--- src/rtl/conv_sched_pkg.sv ---
package conv_sched_pkg;

    typedef enum logic [1:0] {
        S_OFF  = 2'd0,
        S_CONV = 2'd1,
        S_PEND = 2'd2,
        S_GAP  = 2'd3
    } sched_state_e;

endpackage

--- src/rtl/conv_tick_gen.sv ---
module conv_tick_gen #(
    parameter int TICK_DIV = 100000
) (
    input  logic clk,
    input  logic rst_n,
    input  logic restart,
    output logic tick
);
    localparam int CW = (TICK_DIV > 1) ? $clog2(TICK_DIV) : 1;
    localparam logic [CW-1:0] LAST = CW'(TICK_DIV - 1);

    logic [CW-1:0] div_q;

    assign tick = (div_q == LAST);

    always_ff @(posedge clk or negedge rst_n) begin
        if (!rst_n) begin
            div_q <= '0;
        end else if (restart || tick) begin
            div_q <= '0;
        end else begin
            div_q <= div_q + 1'b1;
        end
    end
endmodule

--- src/rtl/conv_phase_ctr.sv ---
module conv_phase_ctr #(
    parameter int PERIOD_TICKS = 100,
    parameter int CONV_TICKS   = 60
) (
    input  logic clk,
    input  logic rst_n,
    input  logic restart,
    input  logic tick,
    output logic conv_end,
    output logic period_end
);
    localparam int PW = (PERIOD_TICKS > 1) ? $clog2(PERIOD_TICKS) : 1;
    localparam logic [PW-1:0] P_LAST = PW'(PERIOD_TICKS - 1);
    localparam logic [PW-1:0] C_LAST = PW'(CONV_TICKS - 1);

    logic [PW-1:0] ph_q;

    assign conv_end   = tick && (ph_q == C_LAST);
    assign period_end = tick && (ph_q == P_LAST);

    always_ff @(posedge clk or negedge rst_n) begin
        if (!rst_n) begin
            ph_q <= '0;
        end else if (restart || period_end) begin
            ph_q <= '0;
        end else if (tick) begin
            ph_q <= ph_q + 1'b1;
        end
    end
endmodule

--- src/rtl/conv_shdn_ctl.sv ---
module conv_shdn_ctl (
    input  logic clk,
    input  logic rst_n,
    input  logic cfg_wr,
    input  logic cfg_shdn,
    input  logic lock_any,
    output logic shdn_nx,
    output logic shdn_q
);
    always_comb begin
        shdn_nx = shdn_q;
        if (cfg_wr) begin
            if (!cfg_shdn) begin
                shdn_nx = 1'b0;
            end else if (!lock_any) begin
                shdn_nx = 1'b1;
            end
        end
    end

    always_ff @(posedge clk or negedge rst_n) begin
        if (!rst_n) begin
            shdn_q <= 1'b0;
        end else begin
            shdn_q <= shdn_nx;
        end
    end
endmodule

--- src/rtl/conv_sched.sv ---
module conv_sched
    import conv_sched_pkg::*;
#(
    parameter int TICK_DIV     = 100000,
    parameter int PERIOD_TICKS = 100,
    parameter int CONV_TICKS   = 60,
    parameter int RES_W        = 13
) (
    input  logic             clk,
    input  logic             rst_n,
    input  logic             cfg_wr,
    input  logic             cfg_shdn,
    input  logic             lock_any,
    input  logic             bus_busy,
    input  logic             bus_done,
    input  logic [RES_W-1:0] adc_result,
    input  logic             adc_valid,
    output logic             analog_en,
    output logic [RES_W-1:0] temp_value,
    output logic             temp_upd
);
    sched_state_e     state_q, state_d;
    logic             tick, conv_end, period_end, restart;
    logic             shdn_nx, shdn_q;
    logic             capture, commit;
    logic [RES_W-1:0] pend_q;

    assign restart = bus_done || (state_q == S_OFF);

    conv_tick_gen #(.TICK_DIV(TICK_DIV)) tick_i (
        .clk     (clk),
        .rst_n   (rst_n),
        .restart (restart),
        .tick    (tick)
    );

    conv_phase_ctr #(
        .PERIOD_TICKS (PERIOD_TICKS),
        .CONV_TICKS   (CONV_TICKS)
    ) phase_i (
        .clk        (clk),
        .rst_n      (rst_n),
        .restart    (restart),
        .tick       (tick),
        .conv_end   (conv_end),
        .period_end (period_end)
    );

    conv_shdn_ctl shdn_i (
        .clk      (clk),
        .rst_n    (rst_n),
        .cfg_wr   (cfg_wr),
        .cfg_shdn (cfg_shdn),
        .lock_any (lock_any),
        .shdn_nx  (shdn_nx),
        .shdn_q   (shdn_q)
    );

    // Next-state decision and the capture / commit requests
    always_comb begin
        state_d = state_q;
        capture = 1'b0;
        commit  = 1'b0;
        if (shdn_nx) begin
            state_d = S_OFF;
        end else begin
            unique case (state_q)
                S_OFF: begin
                    state_d = S_CONV;
                end
                S_CONV: begin
                    if (bus_done) begin
                        state_d = S_CONV;
                    end else if (conv_end) begin
                        capture = adc_valid;
                        state_d = adc_valid ? S_PEND : S_GAP;
                    end
                end
                S_PEND: begin
                    if (bus_done) begin
                        commit  = 1'b1;
                        state_d = S_CONV;
                    end else if (!bus_busy) begin
                        commit  = 1'b1;
                        state_d = period_end ? S_CONV : S_GAP;
                    end else if (period_end) begin
                        state_d = S_CONV;
                    end
                end
                S_GAP: begin
                    if (bus_done || period_end) begin
                        state_d = S_CONV;
                    end
                end
                default: state_d = S_OFF;
            endcase
        end
    end

    // State register
    always_ff @(posedge clk or negedge rst_n) begin
        if (!rst_n) begin
            state_q <= S_CONV;
        end else begin
            state_q <= state_d;
        end
    end

    // Pending result buffer
    always_ff @(posedge clk or negedge rst_n) begin
        if (!rst_n) begin
            pend_q <= '0;
        end else if (capture) begin
            pend_q <= adc_result;
        end
    end

    // Outputs
    assign analog_en = (state_q == S_CONV);

    always_ff @(posedge clk or negedge rst_n) begin
        if (!rst_n) begin
            temp_value <= '0;
            temp_upd   <= 1'b0;
        end else begin
            temp_upd <= commit;
            if (commit) begin
                temp_value <= pend_q;
            end
        end
    end
endmodule

--- config.mk ---
export PLATFORM = sky130hd
export DESIGN_NAME = conv_sched
export DESIGN_NICKNAME = d
export VERILOG_FILES = /design/src/rtl/conv_sched_pkg.sv /design/src/rtl/conv_tick_gen.sv /design/src/rtl/conv_phase_ctr.sv /design/src/rtl/conv_shdn_ctl.sv /design/src/rtl/conv_sched.sv
export SDC_FILE = /design/constraint.sdc
export NUM_CORES = 1
export LEC_CHECK = 0
export BUFFER_PORTS_ARGS = -buffer_cell sky130_fd_sc_hd__buf_2
export CORE_ASPECT_RATIO = 0.5
export CORE_MARGIN = 3
export CORE_UTILIZATION = 35
export CTS_CLUSTER_DIAMETER = 50
export CTS_CLUSTER_SIZE = 20
export DETAILED_ROUTE_END_ITERATION = 6
export HOLD_SLACK_MARGIN = 0.1
export SYNTH_ARGS = -nofsm -noshare
export SYNTH_HDL_FRONTEND = slang
export SYNTH_SLANG_ARGS = --single-unit
--- constraint.sdc ---
create_clock -name clk -period 4.45 [get_ports clk]
set_clock_uncertainty 0.05 [all_clocks]
set_input_delay 0.6675 -clock clk [delete_from_list [all_inputs] [get_ports clk]]
set_output_delay 0.6675 -clock clk [all_outputs]
set_load 0.02 [all_outputs]
==> flow_summary.ini <==
[run_status]
status = finished clean

[floorplan]
die_h_um = 66.4
num_rows = 21
core_area_um2 = 6880
ioPinCount = 36
floorplan.die_area_um2 = 8420
initial_utilization_pct = 37.1
die_w_um = 127

[power]
pwr_density_cell_nw_per_um2 = 330
p_leak_nw = 1.41
ir_worst_vdd_mv = 0.171

[min_path]
holdCritPathClass = primary input to asynchronous set/reset pin

[routing]
vias_per_cell = 4.96
drc = 0
post_drt_wl_per_cell_um = 13.7
antenna_left = 0
wl_um = 4770
vias = 1720
firstDrtPassIters = 4
drt-initial-drc-count = 29

[sta]
max_freq_ghz = 0.365
slew_viol_final = 0
setup_viol_count_final = 0
finalSetupTns_ns = 0
tightest_slew_ns = 1.09
rsz0062_at_grt = no
slew_headroom_pct = 27.0
min_period_over_period_pct = 61.6
setup_ws_ns = 1.71
period_needed_ns = 2.74
hold_viol = 0

[worst_setup_path]
crit_slowest_cell = or4b_1
setup.worst_path.class = flop to flop
timing.critical_path.buf_inv = 0
required_ns = 4.58
path_cells = ha_1 > nand3b_1 > nor3_1 > nand3_4 > or4b_1 > mux2_4
r2r-start = phase_i.ph_q[0]
startpoint_type = flop
crit_start = phase_i.ph_q[0]
crit_family = simple AND/OR/NAND/NOR gates
cpPeakStageDelay_ns = 0.91
cp-end-kind = flop
path_max_fanout = 13
crit_arrival_ns = 2.87

[job]
max_cap_viol_count = 0

[global_routing]
grt_util_met1_pct = 16.1
grt_pass1_wl_um = 8310
grt_util_met2_pct = 20.1
grt_pass1_vias = 1758
grt_remaining_overflow = 0
antenna_found_initial = 0
grt_usage_pct = 12.3
grt_max_degree = 55
grt-busiest-layer = met2
grt.met3_usage_pct = 2.98

[logic_synthesis]
syn_nets = 244
synthDominantCellAreaShare_pct = 51.9
ys_seq_area_share_pct = 53.0
syn_inst = 217
syn_area_per_cell_um2 = 11.8
async_reset_ff_share_pct = 100
synth_edf_count = 0
syn_area_um2 = 2550
yosys.area.top_type = dfrtp_1
synth_area_leaders = dfrtp_1 52%, mux2_2 7.5%, mux2_4 5.9%
yosys_warnings = 0
synth.distinct_cells = 44
synth_ff_type = dfrtp_1
ys_ff_latch = 54

[cts]
clock_latency_ns = 0.29
path_clk_slew_ns = 0.07
cts_hold_buf = 0
cts_inserted_buffers = 5
root_buffer = clkbuf_16
clkSinkCount = 54
h-tree-depth = 2
clk_path_buf_depth = 2
cts_setup_buffers = 0
cts_tree = done
cts_resized = 0

[placed_design]
pre_cts_ws_ns = 1.73
dp_hpwl_um = 3360
io_buffer_count = 35
gp_congestion = 0.832

[final_layout]
fin_nets = 281
syn_to_final_growth_pct = 16.5
diodes = 0
layout-drive-gt1-share_pct = 31.0
==> where the power goes <==
group	total [mW]	switching, mW	internal (mW)
Sequential	0.504	0.00590	0.498
Clock	0.395	0.184	0.211
Combinational	0.0832	0.0544	0.0289
==> cell families after synthesis <==
logic type	count (synthesis)	share of synthesized area, %
and+or+nand+nor	77	17.0
DFF	54	53.0
muxes	27	13.4
AOI/OAI and AO/OA	25	6.17
xor gates and xnor gates	16	5.49
buffers and inverters	12	2.11
adders and majority gates	6	2.94
==> metrics by stage <==
stage,hold WS (ns),power (mW),utilization (%),std cells,area [um^2]
global placement,0.417,0.596,41.0,339,2830
global route,0.471,1.03,43.2,347,2970
CTS,0.447,0.994,43.2,347,2970
detailed placement,0.435,0.599,41.0,339,2830
floorplan,0.322,0.563,-,217,2550
finish,0.441,0.983,43.2,347,2970
==> sequential cells by signal, summed over array words and instances, names as in the netlist <==
| name | flops |
|---|---|
| tick_i.div_q | 17 |
| pend_q | 13 |
| temp_value | 13 |
| phase_i.ph_q | 7 |
| state_q | 2 |
| shdn_i.shdn_q | 1 |
| temp_upd | 1 |
==> worst paths after layout <==
path | end | slack [ns] | depth (start not counted)
setup / recovery | pend_q[5] | 1.71 | 6
hold / removal | tick_i.div_q[11] | 0.44 | 2
setup reg to reg | pend_q[5] | 1.71 | 6
hold reg to reg | tick_i.div_q[0] | 0.44 | 1
max in group asynchronous | phase_i.ph_q[0] | 3.46 | 2
min in group clk | tick_i.div_q[0] | 0.44 | 1
==> final cells by class <==
class                   count  area, um^2
clock inverters             3        23.8
well taps                  92         115
clock buffers               5         125
flip-flops and latches     54        1350
multi-input cells         151        1150
fillers                   658        3910
repair buffers             36         183
inverters                   6        22.5
==> cells in the final DEF, fill, tap and decap left out, types with 4 or more instances in the layout <==
cell type,n
a21oi_1,10
mux2_4,10
and3_1,5
o21ai_0,5
buf_2,35
inv_1,6
dfrtp_1,53
nand2_1,12
nand3_1,10
clkbuf_16,5
nand4_1,4
nor2_1,21
xnor2_1,7
xor2_1,9
mux2_2,17
ha_1,6
==> per-layer routing <==
| metal | up-vias | wire length [um] |
|---|---|---|
| met4 | 0 | 41 |
| li1 | 841 | - |
| met2 | 25 | 2200 |
| met3 | 5 | 128 |
| met5 | - | 0 |
| met1 | 849 | 2400 |
==> cells in the mapped netlist, drive strengths merged (2+ instances only) <==
| library cell | number |
|---|---|
| and4 | 2 |
| or3 | 3 |
| nand2b | 2 |
| and3 | 5 |
| nand3 | 11 |
| nor4 | 3 |
| nor2 | 21 |
| buf | 3 |
| o21ai | 5 |
| ha | 6 |
| nand3b | 2 |
| dfrtp | 53 |
| mux2 | 27 |
| nor3 | 3 |
| xor2 | 9 |
| nand2 | 12 |
| or4b | 2 |
| and2 | 3 |
| clkbuf | 3 |
| nand4 | 4 |
| xnor2 | 7 |
| inv | 6 |
| a21oi | 10 |
No activity file was read; power rests on OpenSTA's default activity.
